==> src/rtl/reset_cause_pkg.sv <==
package reset_cause_pkg;
  localparam int NCPU   = 4;
  localparam int NFATAL = 7;
  localparam int NMASK  = 4;
  localparam int POR_W  = 18;
  localparam int XIR_W  = 6;

  // register offsets
  localparam logic [3:0] OFS_WDOG  = 4'h0;
  localparam logic [3:0] OFS_SPOR  = 4'h1;
  localparam logic [3:0] OFS_SXIR  = 4'h2;
  localparam logic [3:0] OFS_MASK  = 4'h3;
  localparam logic [3:0] OFS_SYNTH = 4'h4;
  localparam logic [3:0] OFS_PLOG0 = 4'h8;
  localparam logic [3:0] OFS_PLOG1 = 4'h9;
  localparam logic [3:0] OFS_PLOG2 = 4'hA;
  localparam logic [3:0] OFS_XLOG  = 4'hC;

  // POR log bit positions
  localparam int PB_SYS  = 4;
  localparam int PB_JTAG = 5;
  localparam int PB_BTN  = 6;
  localparam int PB_PWR  = 7;
  localparam int PB_FE0  = 8;
  localparam int PB_SYN  = 15;
  localparam int PB_WDT  = 16;
  localparam int PB_RMON = 17;

  // XIR log bit positions
  localparam int XB_JTAG = 4;
  localparam int XB_BTN  = 5;

  // external input vector order
  localparam int EX_WDOG = 0;
  localparam int EX_JRST = 1;
  localparam int EX_JXIR = 2;
  localparam int EX_PBTN = 3;
  localparam int EX_XBTN = 4;
  localparam int EX_RMON = 5;
  localparam int EX_W    = 6;
endpackage

==> src/rtl/reset_cause_edge.sv <==
module reset_cause_edge #(
  parameter int W = 1
) (
  input  logic         clk,
  input  logic         rst,
  input  logic [W-1:0] lvl,
  output logic [W-1:0] rise
);
  logic [W-1:0] prev_q;

  always_ff @(posedge clk) begin
    if (rst) prev_q <= '0;
    else     prev_q <= lvl;
  end

  assign rise = lvl & ~prev_q;
endmodule

==> src/rtl/reset_cause_pulse.sv <==
module reset_cause_pulse #(
  parameter int LEN = 8
) (
  input  logic clk,
  input  logic rst,
  input  logic trig,
  output logic pulse
);
  localparam int CW = (LEN > 1) ? $clog2(LEN) : 1;
  logic [CW-1:0] cnt_q;

  always_ff @(posedge clk) begin
    if (rst) begin
      pulse <= 1'b0;
      cnt_q <= '0;
    end else if (trig) begin
      pulse <= 1'b1;
      cnt_q <= CW'(LEN - 1);
    end else if (cnt_q != '0) begin
      cnt_q <= cnt_q - 1'b1;
    end else begin
      pulse <= 1'b0;
    end
  end
endmodule

==> src/rtl/reset_cause_ctl.sv <==
module reset_cause_ctl
  import reset_cause_pkg::*;
#(
  parameter int ADDR_W    = 4,
  parameter int PULSE_LEN = 8
) (
  input  logic              clk,
  input  logic              rst,
  input  logic              wr_en,
  input  logic [ADDR_W-1:0] wr_addr,
  input  logic [7:0]        wr_data,
  input  logic [ADDR_W-1:0] rd_addr,
  output logic [7:0]        rd_data,
  input  logic              wdog_i,
  input  logic              jtag_rst_i,
  input  logic              jtag_xir_i,
  input  logic              por_btn_i,
  input  logic              xir_btn_i,
  input  logic              rmon_i,
  input  logic [NFATAL-1:0] fatal_i,
  output logic [NCPU-1:0]   por_o,
  output logic [NCPU-1:0]   xir_o,
  output logic              sys_rst_o
);
  logic              wd_en;
  logic [NMASK-1:0]  fe_mask;
  logic              syn_load, syn_rst;
  logic [POR_W-1:0]  por_log;
  logic [XIR_W-1:0]  xir_log;

  logic [EX_W-1:0]   ex_rise;
  logic [NFATAL-1:0] fe_rise;
  logic [POR_W-1:0]  por_cause;
  logic [XIR_W-1:0]  xir_cause;
  logic              sys_evt, xir_all;
  logic [NCPU-1:0]   por_trig, xir_trig;

  logic wr_spor, wr_sxir, wr_wdog, wr_mask, wr_synth;
  assign wr_spor  = wr_en && (wr_addr == ADDR_W'(OFS_SPOR));
  assign wr_sxir  = wr_en && (wr_addr == ADDR_W'(OFS_SXIR));
  assign wr_wdog  = wr_en && (wr_addr == ADDR_W'(OFS_WDOG));
  assign wr_mask  = wr_en && (wr_addr == ADDR_W'(OFS_MASK));
  assign wr_synth = wr_en && (wr_addr == ADDR_W'(OFS_SYNTH));

  reset_cause_edge #(.W(EX_W)) u_ex_edge (
    .clk (clk), .rst (rst),
    .lvl ({rmon_i, xir_btn_i, por_btn_i, jtag_xir_i, jtag_rst_i, wdog_i}),
    .rise(ex_rise)
  );

  reset_cause_edge #(.W(NFATAL)) u_fe_edge (
    .clk (clk), .rst (rst), .lvl (fatal_i), .rise(fe_rise)
  );

  // cause vectors for this cycle
  always_comb begin
    por_cause = '0;
    if (wr_spor) begin
      por_cause[NCPU-1:0] = wr_data[NCPU-1:0];
      por_cause[PB_SYS]   = wr_data[NCPU];
    end
    por_cause[PB_JTAG] = ex_rise[EX_JRST];
    por_cause[PB_BTN]  = ex_rise[EX_PBTN];
    por_cause[PB_FE0 +: NFATAL] =
      fe_rise & ~{{(NFATAL-NMASK){1'b0}}, fe_mask};
    por_cause[PB_SYN]  = wr_synth && wr_data[0] && wr_data[7];
    por_cause[PB_WDT]  = ex_rise[EX_WDOG] && wd_en;
    por_cause[PB_RMON] = ex_rise[EX_RMON];

    xir_cause = '0;
    if (wr_sxir) xir_cause[NCPU-1:0] = wr_data[NCPU-1:0];
    xir_cause[XB_JTAG] = ex_rise[EX_JXIR];
    xir_cause[XB_BTN]  = ex_rise[EX_XBTN];
  end

  assign sys_evt = |por_cause[POR_W-1:PB_SYS];
  assign xir_all = |xir_cause[XIR_W-1:NCPU];

  // control registers and logs
  always_ff @(posedge clk) begin
    if (rst) begin
      wd_en    <= 1'b0;
      fe_mask  <= '0;
      syn_load <= 1'b0;
      syn_rst  <= 1'b0;
      por_log  <= POR_W'(1) << PB_PWR;
      xir_log  <= '0;
    end else begin
      if (wr_wdog)  wd_en   <= wr_data[0];
      if (wr_mask)  fe_mask <= wr_data[7 -: NMASK];
      if (wr_synth) begin
        syn_load <= wr_data[0];
        syn_rst  <= wr_data[7];
      end
      if (|por_cause) por_log <= por_cause;
      if (|xir_cause) xir_log <= xir_cause;
    end
  end

  // pulse generators
  genvar gi;
  generate
    for (gi = 0; gi < NCPU; gi++) begin : g_cpu
      assign por_trig[gi] = por_cause[gi] | sys_evt;
      assign xir_trig[gi] = xir_cause[gi] | xir_all;

      reset_cause_pulse #(.LEN(PULSE_LEN)) u_por (
        .clk(clk), .rst(rst), .trig(por_trig[gi]), .pulse(por_o[gi])
      );
      reset_cause_pulse #(.LEN(PULSE_LEN)) u_xir (
        .clk(clk), .rst(rst), .trig(xir_trig[gi]), .pulse(xir_o[gi])
      );
    end
  endgenerate

  reset_cause_pulse #(.LEN(PULSE_LEN)) u_sys (
    .clk(clk), .rst(rst), .trig(sys_evt), .pulse(sys_rst_o)
  );

  // registered read port; soft request offsets read as zero
  always_ff @(posedge clk) begin
    if (rst) begin
      rd_data <= '0;
    end else begin
      rd_data <= '0;
      if      (rd_addr == ADDR_W'(OFS_WDOG))  rd_data <= {7'b0, wd_en};
      else if (rd_addr == ADDR_W'(OFS_MASK))  rd_data <= {fe_mask, 4'b0};
      else if (rd_addr == ADDR_W'(OFS_SYNTH)) rd_data <= {syn_rst, 6'b0, syn_load};
      else if (rd_addr == ADDR_W'(OFS_PLOG0)) rd_data <= por_log[7:0];
      else if (rd_addr == ADDR_W'(OFS_PLOG1)) rd_data <= por_log[15:8];
      else if (rd_addr == ADDR_W'(OFS_PLOG2)) rd_data <= {6'b0, por_log[17:16]};
      else if (rd_addr == ADDR_W'(OFS_XLOG))  rd_data <= {2'b0, xir_log};
    end
  end
endmodule

==> config.mk <==
export PLATFORM = sky130hd
export DESIGN_NAME = reset_cause_ctl
export DESIGN_NICKNAME = d
export VERILOG_FILES = /design/src/rtl/reset_cause_pkg.sv /design/src/rtl/reset_cause_edge.sv /design/src/rtl/reset_cause_pulse.sv /design/src/rtl/reset_cause_ctl.sv
export SDC_FILE = /design/constraint.sdc
export NUM_CORES = 1
export LEC_CHECK = 0
export BUFFER_PORTS_ARGS = -buffer_cell sky130_fd_sc_hd__buf_2
export CAP_MARGIN = 20
export CORE_MARGIN = 1
export CORE_UTILIZATION = 62
export DETAILED_ROUTE_END_ITERATION = 12
export PLACE_DENSITY = 0.9
export SLEW_MARGIN = 20
export SYNTH_ARGS = -nofsm -noshare
export SYNTH_HDL_FRONTEND = slang
export SYNTH_SLANG_ARGS = --single-unit
==> constraint.sdc <==
create_clock -name clk -period 4.85 [get_ports clk]
set_clock_uncertainty 0.1 [all_clocks]
set_input_delay 0.7275 -clock clk [delete_from_list [all_inputs] [get_ports clk]]
set_output_delay 0.7275 -clock clk [all_outputs]
set_load 0.02 [all_outputs]
## Word level (Yosys, flattened, before mapping)

Cells that the tools add are included.

- Output and inout bits: 17
- Memory bits (read-only): 0
- Word-level logic and storage cells: 150
- Bits in writable memories: 0
- Memories: 0
- Latch bits: 0
- Flip-flop bits (word level): 88
- Input bits: 32

- Multiplexer cells: 45
- $add $sub $neg: 9
- Divide/modulo/power cells: 0
- Reductions and logical operators: 34
- Bitwise gates (word level): 14
- Eq/ne operators: 19
- Shift operators: 0
- $lt $le $gt $ge: 0
- Multipliers: 0

Operators by type and width:

| cell | number |
|---|---|
| two-way mux 3 bit | 18 |
| two-way mux 8 bit | 4 |
| nonzero test 3 bit | 9 |
| subtractor 3 x 1 -> 3 bit (second input constant) | 9 |
| two-way mux 1 bit | 19 |
| nonzero test 2 bit | 9 |
| OR reduction 17 bit | 1 |
| equality test 4 bit (second input constant) | 4 |
| != test 2 x 1 -> 1 bit (second input constant) | 8 |
| bitwise AND 7 bit | 2 |
| OR reduction 13 bit | 1 |
| equality test 4 x 2 -> 1 bit (second input constant) | 3 |
| two-way mux 6 bit | 2 |
| equality test 4 x 3 -> 1 bit (second input constant) | 2 |
| logical AND 1 bit | 8 |
| logical NOT 4 bit | 2 |
| OR 1 bit | 8 |
| NOT 4 -> 7 bit | 1 |
| NOT 7 bit | 1 |
| bitwise AND 6 bit | 1 |
| NOT 6 bit | 1 |
| OR reduction 6 bit | 1 |
| two-way mux 5 bit | 1 |
| equality test 4 x 1 -> 1 bit (second input constant) | 1 |
| 4 further kinds | 5 |

## Depth between registers and ports, before layout

Gate-level depths: netlist of run 1.

- Depth in word-level cells: 8
- Mapped depth: 7
- Depth with buffers taken out: 6

## Modules after synthesis

From an unflattened synthesis of run 1, not the netlist that was laid out.

- Cell total of the unflattened synthesis: 430
- Area total of the unflattened synthesis: 3985.1 sq um

Modules (own cells, without submodules):

| module | area each (sq um) | seq. area each (sq um) | cells each | times used |
|---|---|---|---|---|
| reset_cause_ctl | 1850.5 | 780.7 | 220 | 1 |
| reset_cause_pulse | 190.2 | 80.1 | 19 | 9 |
| reset_cause_edge at u_fe_edge | 227.7 | 140.1 | 21 | 1 |
| reset_cause_edge at u_ex_edge | 195.2 | 120.1 | 18 | 1 |

## Worst setup path after synthesis of run 1

Ideal clock, no wire load.

- Kind: input to register
- Start: input wr_addr[2]
- End: register por_log[12]
- Setup time: 0.136 ns
- Setup slack: 2.710 ns
- Stages: 7
- Data required time: 4.614 ns
- Buffers on the path: 3
- Data arrival time: 1.904 ns
- Cells stage by stage: or3b_1 > buf_6 > a211o_1 > buf_6 > buf_6 > nand4_1 > o22ai_1

- Word-level cells in the longest chain between the ends: 5
- Elaborated cells between the ends (all ways): 8
- Those cells by class: eq/ne (2); mux (1); reduce/logical (5)

RTL lines:

| what | RTL line | text |
|---|---|---|
| start, declared | reset_cause_ctl.sv:10 | `input logic [ADDR_W-1:0] wr_addr,` |
| equality test 4 x 3 -> 1 bit | reset_cause_ctl.sv:43 | `assign wr_synth = wr_en && (wr_addr == ADDR_W'(OFS_SYNTH));` |
| logical AND 1 bit | reset_cause_ctl.sv:43 |  |
| logical AND 1 bit (2 in series) | reset_cause_ctl.sv:66 | `por_cause[PB_SYN] = wr_synth && wr_data[0] && wr_data[7];` |
| OR reduction 17 bit (*) | reset_cause_ctl.sv:95 | `if (\|por_cause) por_log <= por_cause;` |
| end signal, assigned | reset_cause_ctl.sv:86 | `por_log <= POR_W'(1) << PB_PWR;` |
| end signal, assigned | reset_cause_ctl.sv:95 |  |
| end, declared | reset_cause_ctl.sv:28 | `logic [POR_W-1:0] por_log;` |

Mark *: on every way between the ends. The rest lies on a longest branch, timed or not.
A chain may end at the register's enable or synchronous reset.

## Worst setup path after layout of run 1

- Start: input wr_addr[1]
- End: register g_cpu[0].u_por.cnt_q[2]

- Word-level cells in the longest chain between the ends: 7
- Elaborated cells between the ends (all ways): 11
- Those cells by class: eq/ne (2); mux (2); bitwise (1); reduce/logical (6)

RTL lines:

| what | RTL line | text |
|---|---|---|
| equality test 4 x 3 -> 1 bit | reset_cause_ctl.sv:43 |  |
| logical AND 1 bit | reset_cause_ctl.sv:43 |  |
| logical AND 1 bit (2 in series) | reset_cause_ctl.sv:66 |  |
| OR reduction 13 bit | reset_cause_ctl.sv:76 | `assign sys_evt = \|por_cause[POR_W-1:PB_SYS];` |
| OR 1 bit (*) | reset_cause_ctl.sv:104 | `assign por_trig[gi] = por_cause[gi] \| sys_evt;` |
| two-way mux 3 bit or nonzero test 2 bit (tied branches) | n/a |  |
| end signal, assigned | reset_cause_pulse.sv:18 | `cnt_q <= CW'(LEN - 1);` |
| end signal, assigned | reset_cause_pulse.sv:20 | `cnt_q <= cnt_q - 1'b1;` |
| end, declared | reset_cause_pulse.sv:10 | `logic [CW-1:0] cnt_q;` |

Marked as above.

==> results.toml, run 1 <==
[clock_network]
clk_pin_slew_ns = 0.09
clock_latency_ns = 0.36
htreeDepth = 3
cts_max_path_buffers = 2
cts_hold_repair.buffers = 0
cts_setup_buffers = 0
cts_tree = "yes"
cts_buffers = 9
postCtsResizedCells = 0
root_buffer = "clkbuf_8"
clock_sinks = 88

[timing]
whs_ns = 0.353
hold_violations = 0
fmax_mhz = 368
slew_viol_final = 0
setup_tns_ns = 0
rsz0062_at_grt = "false"
timing.final.crit_share = 0.561
setup_violations = 0
fin_ws_ns = 2.13
relSlewSlack = 0.385
tightest_slew_ns = 0.919
period_needed_ns = 2.72

[drt]
drc = 0
detail-route-antenna-nets = 0
drt-vias-per-instance = 6.00
wl_per_cell_um = 15.5
num_vias = 3306
dr.pass1.iters = 5
drt_iter0_markers = 296
routed_wl_um = 8550

[yosys]
seq_area_frac_synth = 0.436
synth_fp_nets = 494
synth_ff_type = "dfxtp_1"
ys_types = 48
syn_area_sq_mm = 0.00404
synth_edf_count = 0
async_flop_share = 0
ys_seq_elements = 88
ys_warn_count = 0
syn_area_per_cell_sq_um = 9.11
synthCells = 444

[hold_path]
min_from = "g_cpu[0].u_xir.pulse"
min_path_type = "register to register"
holdPathEnd = "g_cpu[0].u_xir.pulse"
holdPathStages = 2

[setup_path]
cp_cell_sequence = "buf_2, nor4b_2, nand4_1, a21boi_4, a41oi_1"
reg2reg_to = "g_cpu[0].u_por.cnt_q[0]"
worst-setup-path-type = "primary input to register"
timing.rr.start = "wd_en"
cpPeakStageDelay_ns = 0.81
crit_required_ns = 5.02
r2r_slack_ns = 2.68
crit_fanout = 22
worst_setup_path_start_kind = "primary input"
cp_slowest_cell = "nand4_1"
worstPathArrival_ns = 2.89
worst_setup_path_end_kind = "register"
reg2reg_depth = 4

[floorplan]
dieArea_sq_mm = 0.00685
initial_core_util = 0.641
core_region_area_sq_mm = 0.00631
row_count = 29
fp.dieW_um = 82.8
pin_count = 49
die_h_um = 82.8

[finish]
syn_to_final_growth_pct = 9.28
post-route-util = 0.700
regArea_sq_mm = 0.00176
mostFrequentLayoutCells = "dfxtp_1 (88), buf_2 (48), nand2_1 (35)"
final_common_cell = "dfxtp_1"
fin_nets = 519
fill_cells = 512
n_antenna_cell = 0
multi_input_area_sq_mm = 0.00200
drive_gt1_frac = 0.148

[grt]
grt_pass1_vias = 2809
antenna_found_initial = 0
grt.total_usage = 0.265
grt_pass1_wl_um = 13500
grt_max_degree = 77
overflow = 0

[pwr]
ir_drop_uv = 217
p_leak_nw = 1.89
p_sw_frac = 0.261
power_switching_mw = 0.398
clkPwrFrac = 0.367
p_int_mw = 1.13
pwr-share-comb = 0.122
pwr_density_cell_mw_per_mm2 = 345
finalPower_mw = 1.52
pwr-share-seq = 0.511

[placed_design]
dp_slack_ns = 1.83
place_congestion = 0.877
hpwl_um = 5960
io_buffers = 48

[run_status]
status = "complete, no violations"

[job]
drv_cap = 0
## layout make-up
type	count	area share
Timing Repair Buffer	49	0.0561
Tap cell	77	0.0218
Clock inverter	7	0.0215
Multi-Input combinational cell	297	0.454
Sequential cell	88	0.399
Inverter	24	0.0204
Clock buffer	9	0.0280
## flip-flops by register name, indices dropped and copies added (netlist names)
signal,flops
wd_en,1
fe_mask,4
por_log,18
u_ex_edge.prev_q,6
syn_rst,1
u_sys.cnt_q,3
xir_log,6
rd_data,8
g_cpu.u_xir.cnt_q,12
g_cpu.u_por.cnt_q,12
syn_load,1
u_fe_edge.prev_q,7
g_cpu.u_xir.pulse,4
u_sys.pulse,1
g_cpu.u_por.pulse,4
## synthesized netlist by cell type (4+ instances only)
| cell | instances | area [sq um] |
|---|---|---|
| inv_1 | 24 | 90.1 |
| a22oi_1 | 4 | 30.0 |
| nor2b_1 | 17 | 106 |
| nor3b_1 | 4 | 30.0 |
| and2_1 | 4 | 25.0 |
| nand2b_1 | 20 | 125 |
| nand2_1 | 35 | 131 |
| nand4_1 | 19 | 119 |
| a32oi_1 | 5 | 43.8 |
| nand3_1 | 8 | 40.0 |
| a31oi_1 | 8 | 50.1 |
| o21ai_0 | 16 | 80.1 |
| nor2_1 | 21 | 78.8 |
| mux2i_1 | 18 | 180 |
| o22ai_1 | 13 | 81.3 |
| dfxtp_1 | 88 | 1760 |
| xnor2_1 | 9 | 78.8 |
| a41oi_1 | 13 | 114 |
| o2bb2ai_1 | 5 | 43.8 |
| buf_4 | 8 | 60.1 |
| a21oi_1 | 32 | 160 |
| ha_1 | 18 | 225 |
| clkbuf_1 | 19 | 71.3 |
## stage by stage
step | cells | area (sq um)
after global routing | 551 | 4420
after detailed placement | 535 | 4200
after global placement | 535 | 4200
after floorplan | 444 | 4040
after CTS | 551 | 4420
final | 551 | 4420
## layer usage
| metal | global-route usage | part of all wire |
|---|---|---|
| met1 | 0.338 | 0.43 |
| met2 | 0.416 | 0.48 |
| met3 | 0.0670 | 0.055 |
| met4 | 0.131 | 0.032 |
| met5 | 0 | 0 |
## logic make-up after synthesis
family                   count (synthesis)  synth area share
AND/OR/NAND/NOR                        142             0.193
AO/OA/AOI/OAI                          109             0.180
flip-flops                              88             0.436
buffers and inverters                   59            0.0687
multiplexers                            19            0.0473
adder cells (fa/ha/maj)                 18            0.0557
XOR/XNOR                                 9            0.0195
## worst max-delay path, delay by kind of cell
kind | cells | cell delay [ns]
buf+inv | 1 | 0.12
simple gates | 2 | 1.30
compound gates | 2 | 0.74
## worst max-delay path by stage
stage	end	slack (ns)	from
2_1_floorplan	por_log[12]	2.71	wr_addr[2]
3_3_place_gp	g_cpu[0].u_por.cnt_q[2]	1.89	wr_addr[1]
3_5_place_dp	g_cpu[0].u_por.cnt_q[2]	1.83	wr_addr[1]
4_1_cts	g_cpu[0].u_por.cnt_q[2]	2.15	wr_addr[1]
5_1_grt	g_cpu[0].u_por.cnt_q[2]	1.97	wr_addr[1]
6_report	g_cpu[0].u_por.cnt_q[2]	2.13	wr_addr[1]
## power by group through the flow
stage	Sequential, mW	Clock, mW	Combinational [mW]
2_1_floorplan	0.791	0	0.143
3_3_place_gp	0.793	0	0.175
3_5_place_dp	0.795	0	0.185
4_1_cts	0.778	0.565	0.187
5_1_grt	0.783	0.600	0.211
6_report	0.778	0.560	0.187
(Power assumes the default switching activity.)
==> inputs of run 2 (changes only) <==
--- a/config.mk
+++ b/config.mk
@@ -8,9 +8,9 @@
 export BUFFER_PORTS_ARGS = -buffer_cell sky130_fd_sc_hd__buf_2
 export CAP_MARGIN = 20
 export CORE_MARGIN = 1
-export CORE_UTILIZATION = 62
+export CORE_UTILIZATION = 52
 export DETAILED_ROUTE_END_ITERATION = 12
-export PLACE_DENSITY = 0.9
+export PLACE_DENSITY = 0.81
 export SLEW_MARGIN = 20
 export SYNTH_ARGS = -nofsm -noshare
 export SYNTH_HDL_FRONTEND = slang
==> constraint.sdc (replaced) <==
create_clock -name clk -period 2.25 [get_ports clk]
set_clock_uncertainty 0.1 [all_clocks]
set_input_delay 0.3375 -clock clk [delete_from_list [all_inputs] [get_ports clk]]
set_output_delay 0.3375 -clock clk [all_outputs]
set_load 0.02 [all_outputs]
==> run 2 against run 1 <==
Compared with the run above:
- utilization shrank 8.8 points
- clock-buffer cell count rose by 1
- final cell count is 5.3% higher
- final area is 2.0% higher
- first-iteration DRC count fell by 21%
- global-route usage is 4.1 points lower
- sequential cell count unchanged
- die area grew 19%
- worst setup slack worse by 1.6 ns
- routed wire length rose by 1.7%
- clock power rose by 120%
==> results.toml, run 2 (same netlist as run 1, synthesis figures left out) <==
[run_status]
status = "complete, no violations"

[floorplan]
die_h_um = 90.2
dieArea_sq_mm = 0.00813
core_region_area_sq_mm = 0.00737
fp.dieW_um = 90.2
row_count = 31
pin_count = 49
initial_core_util = 0.549

[grt]
grt_max_degree = 76
grt_pass1_vias = 3027
antenna_found_initial = 0
overflow = 0
use_met3 = 0.0643
grt_pass1_wl_um = 14600
grt.total_usage = 0.224
grt_busiest_layer = "met2"
use_met2 = 0.347
grt_util_met1 = 0.291

[placed_design]
hpwl_um = 6190
place_congestion = 0.838
io_buffers = 48

[drt]
drt-vias-per-instance = 5.71
wl_per_cell_um = 15.0
routed_wl_um = 8690
drc = 0
drt_iter0_markers = 235
detail-route-antenna-nets = 0
dr.pass1.iters = 4
num_vias = 3312

[clock_network]
cts_max_path_buffers = 2
root_buffer = "clkbuf_8"
cts_hold_repair.buffers = 0
htreeDepth = 3
cts_tree = "yes"
clock_latency_ns = 0.36
clock_sinks = 88
cts_setup_buffers = 0
clk_pin_slew_ns = 0.09
postCtsResizedCells = 0
cts_buffers = 9

[setup_path]
crit_fanout = 20
crit_required_ns = 2.35
worst_setup_path_end_kind = "register"
reg2reg_to = "g_cpu[0].u_por.cnt_q[0]"
r2r_slack_ns = 0.49
worst_setup_path_start_kind = "register"
worst-setup-path-type = "register to register"
worstPathArrival_ns = 1.86
critical_path.endpoint = "g_cpu[0].u_por.cnt_q[0]"
reg2reg_depth = 5
timing.rr.start = "wd_en"
worstSetupStartpoint = "wd_en"

[finish]
fill_cells = 633
syn_to_final_growth_pct = 11.5
drive_gt1_frac = 0.160
post-route-util = 0.612
reg.largest.list = "por_log: 18 flops, g_cpu.u_por.cnt_q: 12 flops, g_cpu.u_xir.cnt_q: 12 flops"
n_antenna_cell = 0
regArea_sq_mm = 0.00176
largest_reg_flops = 18
multi_input_area_sq_mm = 0.00200
fin_nets = 526
mostFrequentLayoutCells = "dfxtp_1 (88), buf_2 (48), nand2_1 (35)"
largest_register = "por_log"
final_common_cell = "dfxtp_1"

[timing]
timing.final.crit_share = 0.783
hold_violations = 0
tightest_slew_ns = 0.741
rsz0062_at_grt = "false"
slew_viol_final = 0
setup_violations = 0
period_needed_ns = 1.76
setup_tns_ns = 0
relSlewSlack = 0.506
fmax_mhz = 567

[hold_path]
min_path_type = "primary input to register"

[pwr]
pwr_density_cell_mw_per_mm2 = 738
p_leak_nw = 1.92
ir_drop_uv = 429

[job]
drv_cap = 0
run 2: layout make-up:
| cell class | instances | area share |
|---|---|---|
| clock buffers | 10 | 0.0305 |
| clock inverters | 6 | 0.0203 |
| inverters | 24 | 0.0200 |
| multi-input cells | 297 | 0.445 |
| flip-flops and latches | 88 | 0.391 |
| well taps | 99 | 0.0275 |
| repair buffers | 56 | 0.0666 |
run 2: where the power goes:
part	switching (mW)	internal, mW	total (mW)	leakage [nW]
clock network	0.581	0.662	1.24	0.117
logic	0.236	0.169	0.405	1.08
registers	0.0417	1.64	1.68	0.729
run 2: how the worst min path moves through the flow:
stage                                     from  cells past startpoint              endpoint  slack [ns]
after detailed placement  g_cpu[1].u_xir.pulse                      2  g_cpu[1].u_xir.pulse        0.35
after global placement    g_cpu[3].u_xir.pulse                      2  g_cpu[3].u_xir.pulse        0.34
after global routing                wr_data[5]                      3            fe_mask[1]        0.09
after CTS                           fatal_i[3]                      2   u_fe_edge.prev_q[3]        0.09
after floorplan                        syn_rst                      2               syn_rst        0.33
final                               jtag_rst_i                      2   u_ex_edge.prev_q[1]         0.1
run 2: worst max-delay path, stage by stage, from the launching register on:
cell and delay, ns:
dfxtp_1 0.38, and3b_1 0.23, nor4_1 0.28, and3_1 0.22, buf_4 0.24, a41oi_1 0.16
run 2: layer usage:
| layer | wire [um] | part of all wire |
|---|---|---|
| met3 | 579 | 0.067 |
| met2 | 4090 | 0.47 |
| met1 | 3740 | 0.43 |
| met4 | 278 | 0.032 |
| met5 | 0 | 0 |
run 2: per-stage QoR:
step	hold slack (ns)	total power [mW]	worst slack [ns]	instances	cell area (sq um)
finish	0.0959	3.33	0.487	580	4510
global route	0.0925	3.48	0.384	580	4510
CTS	0.0893	3.34	0.485	580	4510
detailed placement	0.345	2.12	0.411	564	4280
global placement	0.340	2.10	0.419	564	4280
floorplan	0.332	2.01	0.500	444	4040
==> inputs of run 3 (changes only) <==
==> constraint.sdc (replaced) <==
create_clock -name clk -period 1.45 [get_ports clk]
set_clock_uncertainty 0.1 [all_clocks]
set_input_delay 0.2175 -clock clk [delete_from_list [all_inputs] [get_ports clk]]
set_output_delay 0.2175 -clock clk [all_outputs]
set_load 0.02 [all_outputs]
==> run 3 against run 2 <==
Compared with the run above:
- the flow now finishes with violations (setup timing)
- final cell count rose by 7.9%
- register-to-register slack lost 0.55 ns
- routed wire length increased by 12%
- sequential power rose by 55%
- combinational power rose by 89%
- sequential cell count stayed put
- hold slack got worse by 0.069 ns
- first-iteration DRC count up 6.0%
==> results.toml, run 3 (same netlist as run 1, synthesis figures left out) <==
[clock_network]
cts_max_path_buffers = 2
cts_tree = "yes"
clk_pin_slew_ns = 0.09
htreeDepth = 3
root_buffer = "clkbuf_8"
clock_latency_ns = 0.36
clock_sinks = 88
cts_buffers = 9

[finish]
syn_to_final_growth_pct = 23.8
reg.largest.list = "por_log: 18 flops, g_cpu.u_por.cnt_q: 12 flops, g_cpu.u_xir.cnt_q: 12 flops"
largest_register = "por_log"
largest_reg_flops = 18
mostFrequentLayoutCells = "dfxtp_1 (84), buf_2 (48), nand2_1 (35), buf_4 (35), a21oi_1 (29)"
n_antenna_cell = 0
final_common_cell = "dfxtp_1"
fin_nets = 572
drive_gt1_frac = 0.233

[drt]
dr.pass1.iters = 5
routed_wl_um = 9710
detail-route-antenna-nets = 0
wl_per_cell_um = 15.5
drt-vias-per-instance = 5.66
drt_iter0_markers = 249
num_vias = 3546
drc = 0

[timing]
whs_ns = 0.0270
slew_viol_final = 0
fmax_mhz = 660
period_needed_ns = 1.52
hold_violations = 0
tightest_slew_ns = 0.445
timing.final.crit_share = 1.04
setup_tns_ns = -0.921
fin_ws_ns = -0.0651
relSlewSlack = 0.702
rsz0062_at_grt = "true"
setup_violations = 36

[setup_path]
worst_setup_path_start_kind = "register"
crit_fanout = 20
crit_family = "simple AND/OR/NAND/NOR gates"
path_buf_inv = 1
worst-setup-path-type = "register to register"
crit_required_ns = 1.55
worstPathArrival_ns = 1.62
cpPeakStageDelay_ns = 0.34
cp_slowest_cell = "dfxtp_1"
cp_cell_sequence = "and3b_1, nor4_4, and3_4, buf_12, a41oi_1"
worst_setup_path_end_kind = "register"

[placed_design]
io_buffers = 48
hpwl_um = 6750
place_congestion = 0.943

[floorplan]
pin_count = 49
fp.dieW_um = 90.2
dieArea_sq_mm = 0.00813
die_h_um = 90.2
row_count = 31
core_region_area_sq_mm = 0.00737
initial_core_util = 0.549

[run_status]
status = "finished, violations left"
violations = "setup timing"

[grt]
grt_max_degree = 44
overflow = 0
grt_pass1_wl_um = 16000
grt.total_usage = 0.244
antenna_found_initial = 0
grt_pass1_vias = 3415

[pwr]
power_switching_mw = 1.35
ir_drop_uv = 694
p_sw_frac = 0.265
clkPwrFrac = 0.337
pwr-share-comb = 0.150
p_leak_nw = 2.16
finalPower_mw = 5.09
p_int_mw = 3.74
pwr-share-seq = 0.513
pwr_density_cell_mw_per_mm2 = 1020

[job]
drv_cap = 0

[hold_path]
min_path_type = "primary input to register"
-- run 3: tightest hold or removal path, delay by kind of cell --
kind / cells / cell delay (ns)
AOI/OAI and AO/OA: 1 / 0.06
buffers and inverters: 1 / 0.12
and+or+nand+nor: 1 / 0.05
-- run 3: per-layer routing --
layer	up-vias	wire, um	global-route usage
li1	1733	-	-
met1	1644	4310	0.317
met2	143	4600	0.394
met3	26	543	0.0533
met4	0	256	0.101
met5	-	0	0
-- run 3: final timing paths --
kind	start	to	slack, ns	cells after the start
worst max-delay path	wd_en	g_cpu[2].u_por.cnt_q[0]	-0.07	5
worst max register to register	wd_en	g_cpu[2].u_por.cnt_q[0]	-0.07	5
worst min register to register	g_cpu[0].u_xir.pulse	g_cpu[0].u_xir.pulse	0.36	2
worst min-delay path	wr_data[7]	fe_mask[3]	0.03	3
-- run 3: stage by stage --
stage	worst slack, ns	util	instances	instance area (sq um)
6_report	-0.0651	0.679	626	5010
3_5_place_dp	-0.287	0.622	593	4590
3_3_place_gp	-0.236	0.622	593	4590
4_1_cts	-0.0367	0.673	623	4960
2_1_floorplan	-0.120	-	444	4080
5_1_grt	-0.0869	0.679	626	5010
-- run 3: power groups by stage --
stage / sequential [mW] / clock (mW) / combinational, mW
global route: 2.62 / 1.86 / 0.845
detailed placement: 2.66 / 0 / 0.705
floorplan: 2.64 / 0 / 0.484
global placement: 2.65 / 0 / 0.667
finish: 2.61 / 1.71 / 0.764
CTS: 2.60 / 1.75 / 0.748
-- run 3: layout make-up --
type | instances | area [sq um]
inverters | 24 | 90.1
repair buffers | 102 | 743
flip-flops and latches | 88 | 1770
fillers | 584 | 2360
well taps | 99 | 124
multi-input cells | 297 | 2080
clock buffers | 12 | 145
clock inverters | 4 | 53.8
-- run 3: timing repair --
item                                    4_1_cts  5_1_grt
endpoints found under the hold margin        14        0
buffers inserted                              0        3
pin swaps                                     2        0
endpoints found under the setup margin       38       45
gates resized for setup                       8        7
hold buffers                                 14        0
cloned                                        0        0
